`src/rtl/segx_pkg.sv`:
```
package segx_pkg;

  localparam int PA_W  = 32;
  localparam int LIM_W = 24;

  typedef enum logic [1:0] {
    TRAP_RANGE   = 2'd0,
    TRAP_INVALID = 2'd1,
    TRAP_LIMIT   = 2'd2,
    TRAP_PRIV    = 2'd3
  } trap_e;

  typedef enum logic [1:0] {
    ACC_RD  = 2'd0,
    ACC_WR  = 2'd1,
    ACC_EX  = 2'd2,
    ACC_RSV = 2'd3
  } acc_e;

  // 64-bit descriptor, MSB first
  typedef struct packed {
    logic [3:0]       spare;
    logic             may_x;
    logic             may_w;
    logic             may_r;
    logic             live;
    logic [LIM_W-1:0] limit;
    logic [PA_W-1:0]  base;
  } seg_desc_t;

  typedef struct packed {
    logic  fault;
    trap_e code;
  } verdict_t;

  function automatic logic acc_allowed(seg_desc_t d, acc_e a);
    case (a)
      ACC_RD:  return d.may_r;
      ACC_WR:  return d.may_w;
      ACC_EX:  return d.may_x;
      default: return 1'b0;
    endcase
  endfunction

  // Tests after the range test, in priority order
  function automatic verdict_t judge(seg_desc_t d, logic [LIM_W-1:0] off, acc_e a);
    verdict_t v;
    v.fault = 1'b1;
    if (!d.live)                 v.code = TRAP_INVALID;
    else if (off >= d.limit)     v.code = TRAP_LIMIT;
    else if (!acc_allowed(d, a)) v.code = TRAP_PRIV;
    else begin
      v.fault = 1'b0;
      v.code  = TRAP_RANGE;
    end
    return v;
  endfunction

  function automatic logic [PA_W-1:0] relocate(seg_desc_t d, logic [LIM_W-1:0] off);
    return d.base + {{(PA_W-LIM_W){1'b0}}, off};
  endfunction

  function automatic logic [PA_W-1:0] entry_addr(logic [PA_W-1:0] tb, logic [PA_W-1:0] seg);
    return tb + (seg << 3);
  endfunction

endpackage

```
`src/rtl/segx_fetch.sv`:
```
module segx_fetch
  import segx_pkg::*;
#(
  parameter int SEG_W = 6
) (
  input  logic              clk,
  input  logic              rst_n,
  input  logic              start,
  input  logic [SEG_W-1:0]  seg,
  input  logic [PA_W-1:0]   tbl_base,
  output logic              rd_req,
  output logic [PA_W-1:0]   rd_addr,
  input  logic              rd_valid,
  input  logic [31:0]       rd_data,
  output seg_desc_t         desc,
  output logic              desc_ready
);

  typedef enum logic [1:0] {F_IDLE, F_LO, F_HI} fstate_e;

  fstate_e         st;
  logic [PA_W-1:0] addr_q;
  logic [31:0]     lo_q;

  always_ff @(posedge clk or negedge rst_n) begin
    if (!rst_n) begin
      st     <= F_IDLE;
      addr_q <= '0;
      lo_q   <= '0;
    end else begin
      case (st)
        F_IDLE: if (start) begin
          st     <= F_LO;
          addr_q <= entry_addr(tbl_base, {{(PA_W-SEG_W){1'b0}}, seg});
        end
        F_LO: if (rd_valid) begin
          st     <= F_HI;
          lo_q   <= rd_data;
          addr_q <= addr_q + 32'd4;
        end
        F_HI: if (rd_valid) st <= F_IDLE;
        default: st <= F_IDLE;
      endcase
    end
  end

  assign rd_req     = (st != F_IDLE);
  assign rd_addr    = addr_q;
  assign desc_ready = (st == F_HI) && rd_valid;
  assign desc       = seg_desc_t'({rd_data, lo_q});

  p_addr_hold_r2: assert property (@(posedge clk) disable iff (!rst_n)
    (rd_req && !rd_valid) |=> (rd_req && $stable(rd_addr)));

  p_hi_word_r2: assert property (@(posedge clk) disable iff (!rst_n)
    (st == F_LO && rd_valid) |=> (rd_req && rd_addr == $past(rd_addr) + 32'd4));

endmodule

```
`src/rtl/segx_judge.sv`:
```
module segx_judge
  import segx_pkg::*;
(
  input  seg_desc_t        desc,
  input  logic [LIM_W-1:0] off,
  input  logic [1:0]       acc,
  output verdict_t         verdict,
  output logic [PA_W-1:0]  phys
);

  always_comb begin
    verdict = judge(desc, off, acc_e'(acc));
    phys    = relocate(desc, off);
  end

endmodule

```
`src/rtl/segx_unit.sv`:
```
module segx_unit
  import segx_pkg::*;
#(
  parameter int SEG_W = 6
) (
  input  logic              clk,
  input  logic              rst_n,
  input  logic [31:0]       tbl_base,
  input  logic [SEG_W:0]    tbl_len,
  input  logic              req_valid,
  input  logic [SEG_W-1:0]  req_seg,
  input  logic [23:0]       req_off,
  input  logic [1:0]        req_acc,
  output logic              busy,
  output logic              rd_req,
  output logic [31:0]       rd_addr,
  input  logic              rd_valid,
  input  logic [31:0]       rd_data,
  output logic              done,
  output logic              trap,
  output logic [1:0]        trap_code,
  output logic [31:0]       phys_addr
);

  logic             busy_q, done_q, trap_q;
  trap_e            code_q;
  logic [PA_W-1:0]  phys_q;
  logic [LIM_W-1:0] off_q;
  logic [1:0]       acc_q;

  // named internal events
  logic       accept;
  logic       out_of_range;
  logic       fetch_go;
  logic       fetch_ready;
  seg_desc_t  desc_w;
  verdict_t   verdict_w;
  logic [PA_W-1:0] phys_w;

  assign accept       = req_valid && !busy_q;
  assign out_of_range = ({1'b0, req_seg} >= tbl_len);
  assign fetch_go     = accept && !out_of_range;

  segx_fetch #(.SEG_W(SEG_W)) u_fetch (
    .clk        (clk),
    .rst_n      (rst_n),
    .start      (fetch_go),
    .seg        (req_seg),
    .tbl_base   (tbl_base),
    .rd_req     (rd_req),
    .rd_addr    (rd_addr),
    .rd_valid   (rd_valid),
    .rd_data    (rd_data),
    .desc       (desc_w),
    .desc_ready (fetch_ready)
  );

  segx_judge u_judge (
    .desc    (desc_w),
    .off     (off_q),
    .acc     (acc_q),
    .verdict (verdict_w),
    .phys    (phys_w)
  );

  always_ff @(posedge clk or negedge rst_n) begin
    if (!rst_n) begin
      busy_q <= 1'b0;
      done_q <= 1'b0;
      trap_q <= 1'b0;
      code_q <= TRAP_RANGE;
      phys_q <= '0;
      off_q  <= '0;
      acc_q  <= '0;
    end else begin
      done_q <= 1'b0;
      if (accept) begin
        off_q <= req_off;
        acc_q <= req_acc;
        if (out_of_range) begin
          done_q <= 1'b1;
          trap_q <= 1'b1;
          code_q <= TRAP_RANGE;
          phys_q <= '0;
        end else begin
          busy_q <= 1'b1;
        end
      end else if (busy_q && fetch_ready) begin
        busy_q <= 1'b0;
        done_q <= 1'b1;
        trap_q <= verdict_w.fault;
        code_q <= verdict_w.code;
        phys_q <= verdict_w.fault ? '0 : phys_w;
      end
    end
  end

  assign busy      = busy_q;
  assign done      = done_q;
  assign trap      = trap_q;
  assign trap_code = code_q;
  assign phys_addr = phys_q;

  p_done_idle_r9: assert property (@(posedge clk) disable iff (!rst_n)
    done |-> !busy);

  p_rdreq_busy_r2: assert property (@(posedge clk) disable iff (!rst_n)
    rd_req |-> busy);

  p_range_r3: assert property (@(posedge clk) disable iff (!rst_n)
    (req_valid && !busy && ({1'b0, req_seg} >= tbl_len))
      |=> (done && trap && trap_code == 2'd0 && !rd_req));

  p_ready_done_r9: assert property (@(posedge clk) disable iff (!rst_n)
    fetch_ready |=> (done && !busy));

  p_busy_hold_r10: assert property (@(posedge clk) disable iff (!rst_n)
    (busy && !fetch_ready) |=> (busy && !done));

endmodule

```
`config.mk`:
```
export PLATFORM = sky130hd
export DESIGN_NAME = segx_unit
export DESIGN_NICKNAME = d
export VERILOG_FILES = /design/src/rtl/segx_pkg.sv /design/src/rtl/segx_fetch.sv /design/src/rtl/segx_judge.sv /design/src/rtl/segx_unit.sv
export SDC_FILE = /design/constraint.sdc
export NUM_CORES = 1
export LEC_CHECK = 0
export BUFFER_PORTS_ARGS = -buffer_cell sky130_fd_sc_hd__clkbuf_2
export CORE_MARGIN = 4
export CORE_UTILIZATION = 60
export CTS_CLUSTER_SIZE = 8
export DETAILED_ROUTE_END_ITERATION = 8
export PLACE_DENSITY_LB_ADDON = 0.25
export SKIP_LAST_GASP = 1
export SLEW_MARGIN = 20
export SYNTH_ARGS = -nofsm -noshare
export SYNTH_HDL_FRONTEND = slang
export SYNTH_SLANG_ARGS = --single-unit
```
`constraint.sdc`:
```
create_clock -name clk -period 8.8 [get_ports clk]
set_clock_uncertainty 0.2 [all_clocks]
set_input_delay 0 -clock clk [delete_from_list [all_inputs] [get_ports clk]]
set_output_delay 0 -clock clk [all_outputs]
set_load 0.05 [all_outputs]
```
# Yosys cells after proc, flatten, opt, wreduce, memory -nomap -nowiden
# Index checks and enable logic that the tools add are counted.
# op_classes
n_addsub	3
n_lt_le_gt_ge	2
eq_ne	9
mux	32
reduce_logical	16
# ops
cell	n
2-to-1 mux 32 bit	6
case mux 32 bit (2 select lines)	1
adder 32 x 24 -> 32 bit	1
adder 32 x 3 -> 32 bit, second input constant	1
adder 32 x 9 -> 32 bit	1
>= comparator 24 bit	1
2-to-1 mux 2 bit	9
2-to-1 mux 1 bit	14
!= test 2 bit, second input constant	4
>= comparator 6 x 7 -> 1 bit	1
case mux 2 bit (3 select lines)	1
AND reduction 2 bit	3
AND reduction 3 bit	2
nonzero test 2 bit	3
== test 2 x 1 -> 1 bit, second input constant	2
== test 2 bit, second input constant	2
logical AND 1 bit	4
logical NOT 2 bit	2
case mux 1 bit (3 select lines)	1
logical NOT 1 bit	2
!= test 2 x 1 -> 1 bit, second input constant	1
# word_totals
reg_bits	129
inputBits	107
output_inout_bits	70
elab_cells	72

# Depth between registers and ports, before layout
# logic_depth
depth_word	10
mapped_depth	12
depth_no_buf	11

# By module
# From an unflattened synthesis, not the netlist that was laid out.
# unflattened
cells_unflattened	1100
area_unflattened_um2	9118.7
# by_module_without_submodules
mod	n_inst	cells_each	area_per_inst_um2	seq_area_each_um2
segx_fetch	1	500	4169.0	1651.6
segx_unit	1	299	2797.7	1576.5
segx_judge	1	301	2152.1	0.0

# Least setup slack after synthesis
# Ideal clock, no wire load.
# synth_timing
kind	flip-flop to flip-flop
from	register off_q[4]
to	register phys_q[25], in the netlist phys_addr[25]
setup_time_ps	124
arrival_time_ps	2443
required_ps	8476
setup_slack_ps	6033
stages_incl_launch_ff	10
n_path_buf	0
period_less_slack_ps	2767
cell_sequence	dfrtp_1 > ha_1 > a21o_1 > a31o_2 > o21ai_0 > nor2b_2 > a31oi_4 > o211ai_4 > mux2_4 > a211o_1
# synth_between
elab_chain_len	6
word_cells_on_any_way	7
classes_between	add/sub: 1; order compare: 1; mux: 5
# synth_rtl
element	line	source
start: declaration	segx_unit.sv:28	logic [LIM_W-1:0] off_q;
start signal: assignment	segx_unit.sv:78	off_q <= req_off;
>= comparator 24 bit	segx_pkg.sv:50	else if (off >= d.limit) v.code = TRAP_LIMIT;
2-to-1 mux 1 bit	segx_pkg.sv:50	
2-to-1 mux 1 bit	segx_pkg.sv:49	if (!d.live) v.code = TRAP_INVALID;
2-to-1 mux 32 bit *	segx_unit.sv:93	phys_q <= verdict_w.fault ? '0 : phys_w;
2-to-1 mux 32 bit *	segx_unit.sv:88	end else if (busy_q && fetch_ready) begin
2-to-1 mux 32 bit *	segx_unit.sv:77	if (accept) begin
end signal: assignment	segx_unit.sv:93	
end: declaration	segx_unit.sv:27	logic [PA_W-1:0] phys_q;
# Mark *: on every way between the ends. The rest lies on a longest branch, timed or not. The select of a mux whose other input is x is not followed.
# A chain may end at the register's enable or synchronous reset.

# Final worst setup path
# layout_timing
from	register off_q[0]
to	register phys_q[30], in the netlist phys_addr[30]
# The elaborated chain is that of the path after synthesis.

==> results.sh <==
export IMPL_avgSynthCellArea_sq_um=8.61
export IMPL_fin_ws_ps=5480
export IMPL_stdcell_area_sq_um=11300
export IMPL_seq_area_frac_synth_pct=38.5
export IMPL_vias_per_cell=5.96
export IMPL_power_density_nw_per_um2=366
export IMPL_post_drt_wl_per_cell_um=18.2
export IMPL_synth_edff_count=0
export IMPL_clk_root_buffer_cell="clkbuf_16"
export IMPL_grt_total_usage_pct=33.5
export IMPL_max_freq_ghz=0.301
export IMPL_finalHoldViolCount=0
export IMPL_numCtsBuffers=17
export IMPL_dp_hpwl_um=16100
export IMPL_setup_violations=0
export IMPL_wl_um=26600
export IMPL_route_detailed_drc=0
export IMPL_gp_congestion=0.857
export IMPL_power_frac_comb_pct=55.2
export IMPL_fp_dieW_um=126
export IMPL_startpoint="off_q[0]$_DFFE_PN0P_"
export IMPL_yosysUniqueCellTypes=76
export IMPL_fin_nets=1440
export IMPL_period_share_pct=37.8
export IMPL_ff2ff_setup_slack_ps=5480
export IMPL_postCtsHoldBufs=131
export IMPL_grt_pass1_wl_um=43200
export IMPL_total_leakage_power_nw=5.58
export IMPL_synth_async_reset_ratio_pct=100
export IMPL_core_sq_um=13500
export IMPL_drive_above_1_share_pct=20.0
export IMPL_synthToLayoutAreaGrowth_pct=35.1
export IMPL_pwr_share_clk_pct=17.7
export IMPL_crit_fanout=4
export IMPL_syn_instance_count=974
export IMPL_rr_worst_depth=10
export IMPL_detail_route_antenna_nets=0
export IMPL_post_place_ws_ps=5640
export IMPL_hold_class="in2reg"
export IMPL_rows=42
export IMPL_mostFrequentLayoutCell="nand2_1"
export IMPL_ys_warn_count=0
export IMPL_clockBufferDepth=2
export IMPL_report_final_slew_viol_count=0
export IMPL_rsz0062_at_grt="no"
export IMPL_crit_arrival_ps=3390
export IMPL_synth_flop_cell="dfrtp_1"
export IMPL_outcome="completed"
export IMPL_dr_pass1_iters=6
export IMPL_cts_resized=0
export IMPL_dieArea_sq_um=15900
export IMPL_swShare_pct=48.8
export IMPL_drt_iter0_drc=667
export IMPL_tns_ps=0
export IMPL_netlist_top_cells_area="dfrtp_1 38%, nand2_1 9.3%, ha_1 9.1%"
export IMPL_die_height_um=126
export IMPL_placed_area_sq_um=9390
export IMPL_clk_pin_slew_ps=60
export IMPL_r2r_end="phys_addr[30]$_DFFE_PN0P_"
export IMPL_layout_common_cells="206 x nand2_1, 175 x clkbuf_2, 130 x dlygate4sd3_1, 129 x dfrtp_1, 81 x a21oi_1"
export IMPL_start_kind="flop"
export IMPL_setup_worst_path_end_class="flop"
export IMPL_grt_overflow=0
export IMPL_initial_core_util_pct=62.4
export IMPL_cts_tree="built"
export IMPL_worst_setup_path_type="reg2reg"
export IMPL_p_int_mw=2.12
export IMPL_min_period_ps=3320
export IMPL_endpoint="phys_addr[30]$_DFFE_PN0P_"
export IMPL_post_cts_buffers=0
export IMPL_pwr_share_seq_pct=27.1
export IMPL_instances_no_fill=1461
export IMPL_vias=8708
export IMPL_yosysTopAreaCell="dfrtp_1"
export IMPL_irDropWorstVdd_v=0.000329
export IMPL_numClockSinks=129
export IMPL_netlist_area_sq_um=8390
export IMPL_clock_latency_ps=430
export IMPL_slew_headroom_pct=31.4
export IMPL_htree_levels=4
export IMPL_port_buffers=176
export IMPL_yosysTopAreaCellShare_pct=38.5
export IMPL_r2r_start="off_q[0]$_DFFE_PN0P_"
export IMPL_worst_pin_slew_ps=1030
export IMPL_max_cap_violations=0
export IMPL_grt_pass1_vias=9002
export IMPL_dp_cells=1296
export IMPL_synthesis_nets=1144
export IMPL_synth_seq_cells=129
export IMPL_ioPinCount=177
export IMPL_antenna_found_initial=1
export IMPL_cp_required_ps=8870
export IMPL_switchingPower_mw=2.02
export IMPL_grt_max_degree=79
==> sequential cells by signal (all words and copies together), names as in the netlist <==
register,flops
acc_q,2
busy,1
done,1
off_q,24
phys_addr,32
trap,1
trap_code,2
u_fetch.lo_q,32
u_fetch.rd_addr,32
u_fetch.st,2
==> cells in the mapped netlist, types with 3 or more instances <==
library cell and instances:
nand2_1 207, dfrtp_1 129, a21oi_1 81, o21ai_0 71
ha_1 61, inv_1 49, nor2_1 36, xor2_1 27
a21o_1 26, nand3_1 23, clkbuf_1 22, xnor2_1 20
and3_1 17, nand4_1 12, o21ai_1 12, mux2_2 11
nor3_1 11, buf_2 10, nor2b_1 10, o22ai_1 10
a211oi_1 9, nand2b_1 9, o21a_1 8, o211ai_1 7
a2111o_1 5, a22o_1 5, a22oi_1 5, and2_1 5
a211oi_2 4, a31oi_1 4, o22a_1 4, o31ai_1 4
and2_2 3, and4_4 3, nor4_1 3, or2_2 3
==> power by group through the flow <==
stage	logic (mW)	clock network (mW)	registers (mW)
after detailed placement	2.07	0	1.11
after floorplan	1.14	0	1.52
after global placement	2.01	0	1.10
after CTS	2.22	0.731	1.10
final	2.29	0.735	1.12
after global routing	2.48	0.760	1.15
==> cells by family after synthesis <==
family | after synthesis | share of synthesized area (%)
xor+xnor | 47 | 4.91
mux | 14 | 1.89
buf+inv | 86 | 4.18
flops | 129 | 38.5
fa+ha+maj | 63 | 9.57
simple gates | 359 | 19.7
compound gates | 276 | 21.3
==> worst min-delay path by stage <==
| stage | slack (ps) | cells past startpoint | to | startpoint |
|---|---|---|---|---|
| finish | 4 | 6 | u_fetch.rd_addr[4]$_DFFE_PN0P_ | tbl_base[4] |
| floorplan | -500 | 0 | acc_q[0]$_DFFE_PN0P_ | rst_n |
| CTS | 7 | 5 | u_fetch.rd_addr[6]$_DFFE_PN0P_ | tbl_base[6] |
| global route | 60 | 5 | u_fetch.rd_addr[6]$_DFFE_PN0P_ | tbl_base[6] |
| detailed placement | -120 | 1 | phys_addr[0]$_DFFE_PN0P_ | rst_n |
| global placement | -130 | 1 | phys_addr[0]$_DFFE_PN0P_ | rst_n |
==> per-stage QoR <==
stage	utilization [%]	total power [mW]	hold WS (ps)
floorplan	-	2.66	-496
global placement	69.8	3.11	-129
detailed placement	69.8	3.17	-123
CTS	84.2	4.06	6.70
global route	84.2	4.39	60.2
finish	84.2	4.14	3.79
==> critical path, stage by stage (launching register included) <==
cell and delay [ps]:
dfrtp_1 390, ha_1 230, fa_1 410, a21oi_1 220
a2bb2oi_1 440, a211oi_2 180, a211oi_2 440, nor4_2 120
o211ai_1 230, xor2_1 200, o21ai_1 100
==> area by class of cell <==
cell class                      count  area (sq um)
Multi-Input combinational cell    759          4820
Sequential cell                   129          3230
Timing Repair Buffer              314          2260
Fill cell                         785          2120
Clock buffer                       22           474
Tap cell                          176           220
Inverter                           49           184
Clock inverter                     10           133
Antenna cell                        2          5.00
==> metal layers <==
metal	global-route usage [%]	vias up	part of all wire (%)
li1	-	4029	-
met1	38.0	4109	37
met2	59.5	458	51
met3	6.73	112	8.0
met4	17.7	0	4.7
met5	0	-	0
Note: power is estimated with default switching activity, not from simulation.
